**config.mk**
```make
export PLATFORM = sky130hd
export DESIGN_NAME = intr_cap_regs
export DESIGN_NICKNAME = d
export VERILOG_FILES = /design/src/rtl/intr_cap_regs.sv
export SDC_FILE = /design/constraint.sdc
export NUM_CORES = 1
export LEC_CHECK = 0
export BUFFER_PORTS_ARGS = -buffer_cell sky130_fd_sc_hd__buf_2
export CORE_MARGIN = 2
export CORE_UTILIZATION = 47
export CTS_CLUSTER_DIAMETER = 150
export DETAILED_ROUTE_END_ITERATION = 10
export PLACE_DENSITY = 0.83
export RECOVER_POWER = 25
export SETUP_SLACK_MARGIN = 0.02
export SYNTH_ARGS = -nofsm -noshare
export SYNTH_HDL_FRONTEND = slang
export SYNTH_SLANG_ARGS = --single-unit
```
**constraint.sdc**
```tcl
create_clock -name clk -period 3.39 [get_ports clk]
set_input_delay 0.1695 -clock clk [delete_from_list [all_inputs] [get_ports clk]]
set_output_delay 0.1695 -clock clk [all_outputs]
set_load 0.005 [all_outputs]
```
**src/rtl/intr_cap_regs.sv**
```systemverilog
module intr_cap_regs #(
  parameter int          NUM_VEC  = 8,
  parameter int          BAR_IDX  = 2,
  parameter logic [7:0]  BASE_OFF = 8'h40,
  parameter logic [7:0]  CAP_ID   = 8'h11,
  parameter logic [7:0]  NEXT_PTR = 8'h00
) (
  input  logic        clk,
  input  logic        rst_n,
  input  logic        cfg_wr,
  input  logic        cfg_rd,
  input  logic [7:0]  cfg_addr,
  input  logic [2:0]  cfg_len,
  input  logic [31:0] cfg_wdata,
  output logic [31:0] cfg_rdata,
  output logic        vec_enable,
  output logic        func_mask,
  output logic        rescan_pulse
);
  localparam int          CAP_BYTES   = 12;
  localparam int          ENTRY_BYTES = 16;
  localparam int          LANES       = 4;
  localparam logic [10:0] TSIZE       = 11'(NUM_VEC - 1);
  localparam logic [31:0] TBL_LOC     = 32'(BAR_IDX);
  localparam logic [31:0] PBA_LOC     = 32'(NUM_VEC * ENTRY_BYTES) | 32'(BAR_IDX);

  initial assert (BAR_IDX >= 0 && BAR_IDX <= 5 && NUM_VEC >= 1 && NUM_VEC <= 2048)
    else $error("intr_cap_regs: illegal parameters");

  function automatic logic [7:0] cap_byte(input logic [3:0] rel, input logic en, input logic mk);
    case (rel)
      4'd0:    cap_byte = CAP_ID;
      4'd1:    cap_byte = NEXT_PTR;
      4'd2:    cap_byte = TSIZE[7:0];
      4'd3:    cap_byte = {en, mk, 3'b000, TSIZE[10:8]};
      4'd4:    cap_byte = TBL_LOC[7:0];
      4'd5:    cap_byte = TBL_LOC[15:8];
      4'd6:    cap_byte = TBL_LOC[23:16];
      4'd7:    cap_byte = TBL_LOC[31:24];
      4'd8:    cap_byte = PBA_LOC[7:0];
      4'd9:    cap_byte = PBA_LOC[15:8];
      4'd10:   cap_byte = PBA_LOC[23:16];
      4'd11:   cap_byte = PBA_LOC[31:24];
      default: cap_byte = 8'h00;
    endcase
  endfunction

  logic [LANES-1:0] lane_on, lane_in, ctl_hit;
  logic [7:0]       lane_wb [LANES];
  logic [7:0]       new_hi;

  for (genvar i = 0; i < LANES; i++) begin : g_lane
    logic [8:0] abs_a;
    logic [8:0] rel_a;
    assign abs_a      = {1'b0, cfg_addr} + 9'(i);
    assign rel_a      = abs_a - {1'b0, BASE_OFF};
    assign lane_on[i] = 3'(i) < cfg_len;
    assign lane_in[i] = (abs_a >= {1'b0, BASE_OFF}) && (rel_a < 9'(CAP_BYTES));
    assign ctl_hit[i] = cfg_wr && lane_on[i] && lane_in[i] && (rel_a == 9'd3);
    assign lane_wb[i] = ctl_hit[i] ? cfg_wdata[8*i +: 8] : 8'h00;
    assign cfg_rdata[8*i +: 8] = (lane_on[i] && lane_in[i])
                                 ? cap_byte(rel_a[3:0], vec_enable, func_mask) : 8'h00;
  end

  assign new_hi = lane_wb[0] | lane_wb[1] | lane_wb[2] | lane_wb[3];

  always_ff @(posedge clk) begin
    if (!rst_n) begin
      vec_enable   <= 1'b0;
      func_mask    <= 1'b0;
      rescan_pulse <= 1'b0;
    end else if (|ctl_hit) begin
      vec_enable   <= new_hi[7];
      func_mask    <= new_hi[6];
      rescan_pulse <= (new_hi[7] & ~vec_enable) | (~new_hi[6] & func_mask);
    end else begin
      rescan_pulse <= 1'b0;
    end
  end

  assert_rescan_cause_R7: assert property (@(posedge clk) disable iff (!rst_n)
    rescan_pulse |-> ($rose(vec_enable) || $fell(func_mask)));
  assert_rescan_follows_R7: assert property (@(posedge clk) disable iff (!rst_n)
    ($rose(vec_enable) || $fell(func_mask)) |-> rescan_pulse);
  assert_ctl_only_on_write_R11: assert property (@(posedge clk) disable iff (!rst_n)
    !cfg_wr |=> $stable({vec_enable, func_mask}));
  assert_reset_clear_R9: assert property (@(posedge clk)
    !rst_n |=> (!vec_enable && !func_mask && !rescan_pulse));

  always_comb begin
    if (rst_n && cfg_rd && cfg_addr == BASE_OFF)
      assert_id_read_R1: assert (cfg_rdata[7:0] == CAP_ID);
    if (rst_n && cfg_rd && cfg_len == 3'd1)
      assert_zero_fill_R10: assert (cfg_rdata[31:8] == 24'h0);
  end
endmodule

```
==> results by group <==
Global route
  – Total track usage: 21.5%
  – Largest net degree at the start of global routing: 14
  – Overflow left after global routing: 0
  – Number of global-route vias before repair: 1509
  – First-pass GRT wire length: ~7000 um
  – Initial antenna violation count: 0

Drt
  – Routed Antenna Nets: 0
  – Routed len/inst: 13.3 um
  – Via Count: between 1.5k and 2k
  – Drt drc: 0
  – Final wirelength: around 4200 um
  – Routed vias/inst: 5.45
  – DRT Pass-1 Iters: 4
  – 1st-iter DRT viols: 111

Min path
  – Hold crit path type: input pin to flop

Critical path
  – Startpoint types: input pin
  – CP cell instances: buf_2 > inv_1 > ha_1 > nand3b_1 > nor2_1 > xnor2_1 > inv_1 > ha_1 > or3b_1 > mux2i_1 > o21ai_1 > or3_1 > nor2_1 > buf_2
  – Crit path max-delay family: simple AND/OR/NAND/NOR gates
  – Crit Path Max Fanout: 8
  – Crit path kind: input pin to output port
  – Worst EP required: ~3.2 ns
  – Slowest-stage cell, CP: or3_1
  – Worst setup EP type: output port
  – Slowest cell delay on critical path: 0.39 ns
  – Worst path buffer plus inverter count: 4
  – Worst path arrival time: 2.94 ns

Placement
  – Post-DP Area: ~1800 um2
  – Gpl congestion: around 0.95
  – Dpl ws: 0.204 ns
  – PortBufs: 48
  – HPWL Detailed: roughly 3400 um

Finish
  – Number of diodes: 0
  – Nets: 336
  – Area delta synth->final: 15.1%
  – Most common cell after layout, fill and taps aside: buf_2
  – Post-layout instance area: 1830 um2
  – Final Core Density: 55.6%
  – Layout cell share with drive strength beyond 1: 25.4%
  – Most frequent cells in the layout: buf_2, nor2_1, ha_1

Timing
  – Final Hold Viols: 0
  – Slew @ Worst Pin: about 0.63 ns
  – Max Slew Vio Count: 0
  – Final setup fails: 0
  – RSZ-0062 raised after global routing: no
  – Final Cycle Share: 91.7%
  – Setup_tns: 0 ns
  – Relative slew slack: 57.5%
  – Setup WS post-layout: 0.281 ns
  – Crit path time final: about 3.1 ns
  – Fmax: roughly 320 MHz
  – Clock Skew: 0.00925 ns

CTS
  – CTS tree: built
  – Clk sinks: 3
  – Clock slew at reported path FFs: approximately 0.040 ns
  – Clk_lat worst skew: 0.24 ns
  – CTS root buffer: clkbuf_4
  – Htree depth: 1
  – Num CTS Buffers: 3
  – CTS Hold Buffers Added: 0
  – Postcts setup bufs: 0
  – Max clock buf depth: 2
  – Gates resized, CTS repair: 0

Power and ir drop
  – Int Pwr: 0.134 mW
  – Clock power frac: around a quarter
  – Logic pwr share: between 50% and 60%
  – Power density cells: roughly 140 nW/um2
  – Sequential Power Share: ~14%
  – Sw power: approximately 0.12 mW
  – VDD IR-drop max: 0.0905 mV
  – Power, Total: about 0.25 mW
  – Lkg Pwr: between 0.8 and 0.9 nW
  – Switching Fraction: 47.0%

Synthesis
  – Synth unique cells: 55
  – Ys Warns: 0
  – Number of synthesized flops with an enable pin: 0
  – Gate Count Post-Synth: around 220
  – Leading area contributor after synthesis: ha_1
  – Mapped cell area: 1590 um2
  – FFs w/ async S/R, synth: 0%
  – Ranking of synthesized cells by area: ha_1, xnor2_1, buf_4
  – Avg Inst Size Synth: 7.18 um2
  – Seq/Total Area, Yosys: 3.79%
  – FF+latch count, synth: 3
  – Synth Flop Type: dfxtp_1
  – Share of the synthesized area in the top cell type: 15.8%

Die
  – I/O Pins: 82
  – FP Rows: 21
  – Die Height: 62.1 um
  – Initial Utilization: 48.3%
  – Core Region: between 3000 and 4000 um2
  – Die width: 62.1 um
  – Die area: 3860 um2

Run
  – Max cap viols: 0

Status
  – Outcome: completed
layout make-up:
class,instances,area (um2)
Clock buffer,4,26.3
Fill cell,321,1460
Inverter,16,60.1
Multi-Input combinational cell,191,1340
Sequential cell,3,60.1
Tap cell,46,57.6
Timing Repair Buffer,54,279
routing by layer:
layer	routed length [um]	vias to the layer above	track usage, %
met4	68	0	5.56
met2	1980	72	36.8
met3	305	8	1.45
li1	-	867	-
met1	1820	765	29.3
met5	0	-	0
path summary, 6_finish.rpt:
check                            endpoint  slack (ns)  cells after the start              startpoint
hold / removal    rescan_pulse$_SDFF_PN0_        0.21                      3                   rst_n
setup reg to reg  rescan_pulse$_SDFF_PN0_        2.12                      2  func_mask$_SDFFE_PN0P_
setup / recovery            cfg_rdata[30]        0.28                     14             cfg_addr[1]
hold reg to reg    func_mask$_SDFFE_PN0P_        0.66                      3  func_mask$_SDFFE_PN0P_
cell usage after synthesis, types with 3 or more instances:
library cell  number
a211oi_1           4
a21oi_1           13
and3_1             6
buf_2              4
buf_4             11
dfxtp_1            3
ha_1              20
inv_1             16
mux2i_1            4
nand2_1           19
nand3_1            8
nand3b_1           3
nand4_1            4
nor2_1            22
nor3_1            10
nor4_1             6
o21ai_0            8
or3_1              6
xnor2_1           10
xor2_1             3
through the flow:
step / instances / hold WS, ns
after floorplan: 228 / 0.334
after global placement: 310 / 0.444
after detailed placement: 310 / 0.458
after CTS: 314 / 0.208
after global routing: 314 / 0.224
final: 314 / 0.206
power groups by stage:
stage / Clock [mW] / Sequential [mW] / Combinational, mW
CTS: 0.0659 / 0.0355 / 0.150
global placement: 0 / 0.0361 / 0.146
detailed placement: 0 / 0.0361 / 0.150
floorplan: 0 / 0.0361 / 0.116
finish: 0.0671 / 0.0355 / 0.151
global route: 0.0695 / 0.0355 / 0.169
worst reg2reg max path: cells and delay by family (launching register included):
family,cells,cell delay (ns)
AND/OR/NAND/NOR,1,0.53
flip-flops,1,0.45
AO/OA/AOI/OAI,1,0.22
state kept, by name, summed over array words and instances, names as in the netlist:
register and cells:
rescan_pulse 1, vec_enable 1, func_mask 1
kinds of logic after synthesis:
family	Yosys count	share of synthesized area, %
xor gates and xnor gates	15	9.23
AOI/OAI and AO/OA	35	14.9
muxes	4	2.52
DFF	3	3.79
and+or+nand+nor	109	40.9
other	1	0.236
adders and majority gates	20	15.8
buffers and inverters	34	12.6
(Power assumes the default switching activity.)
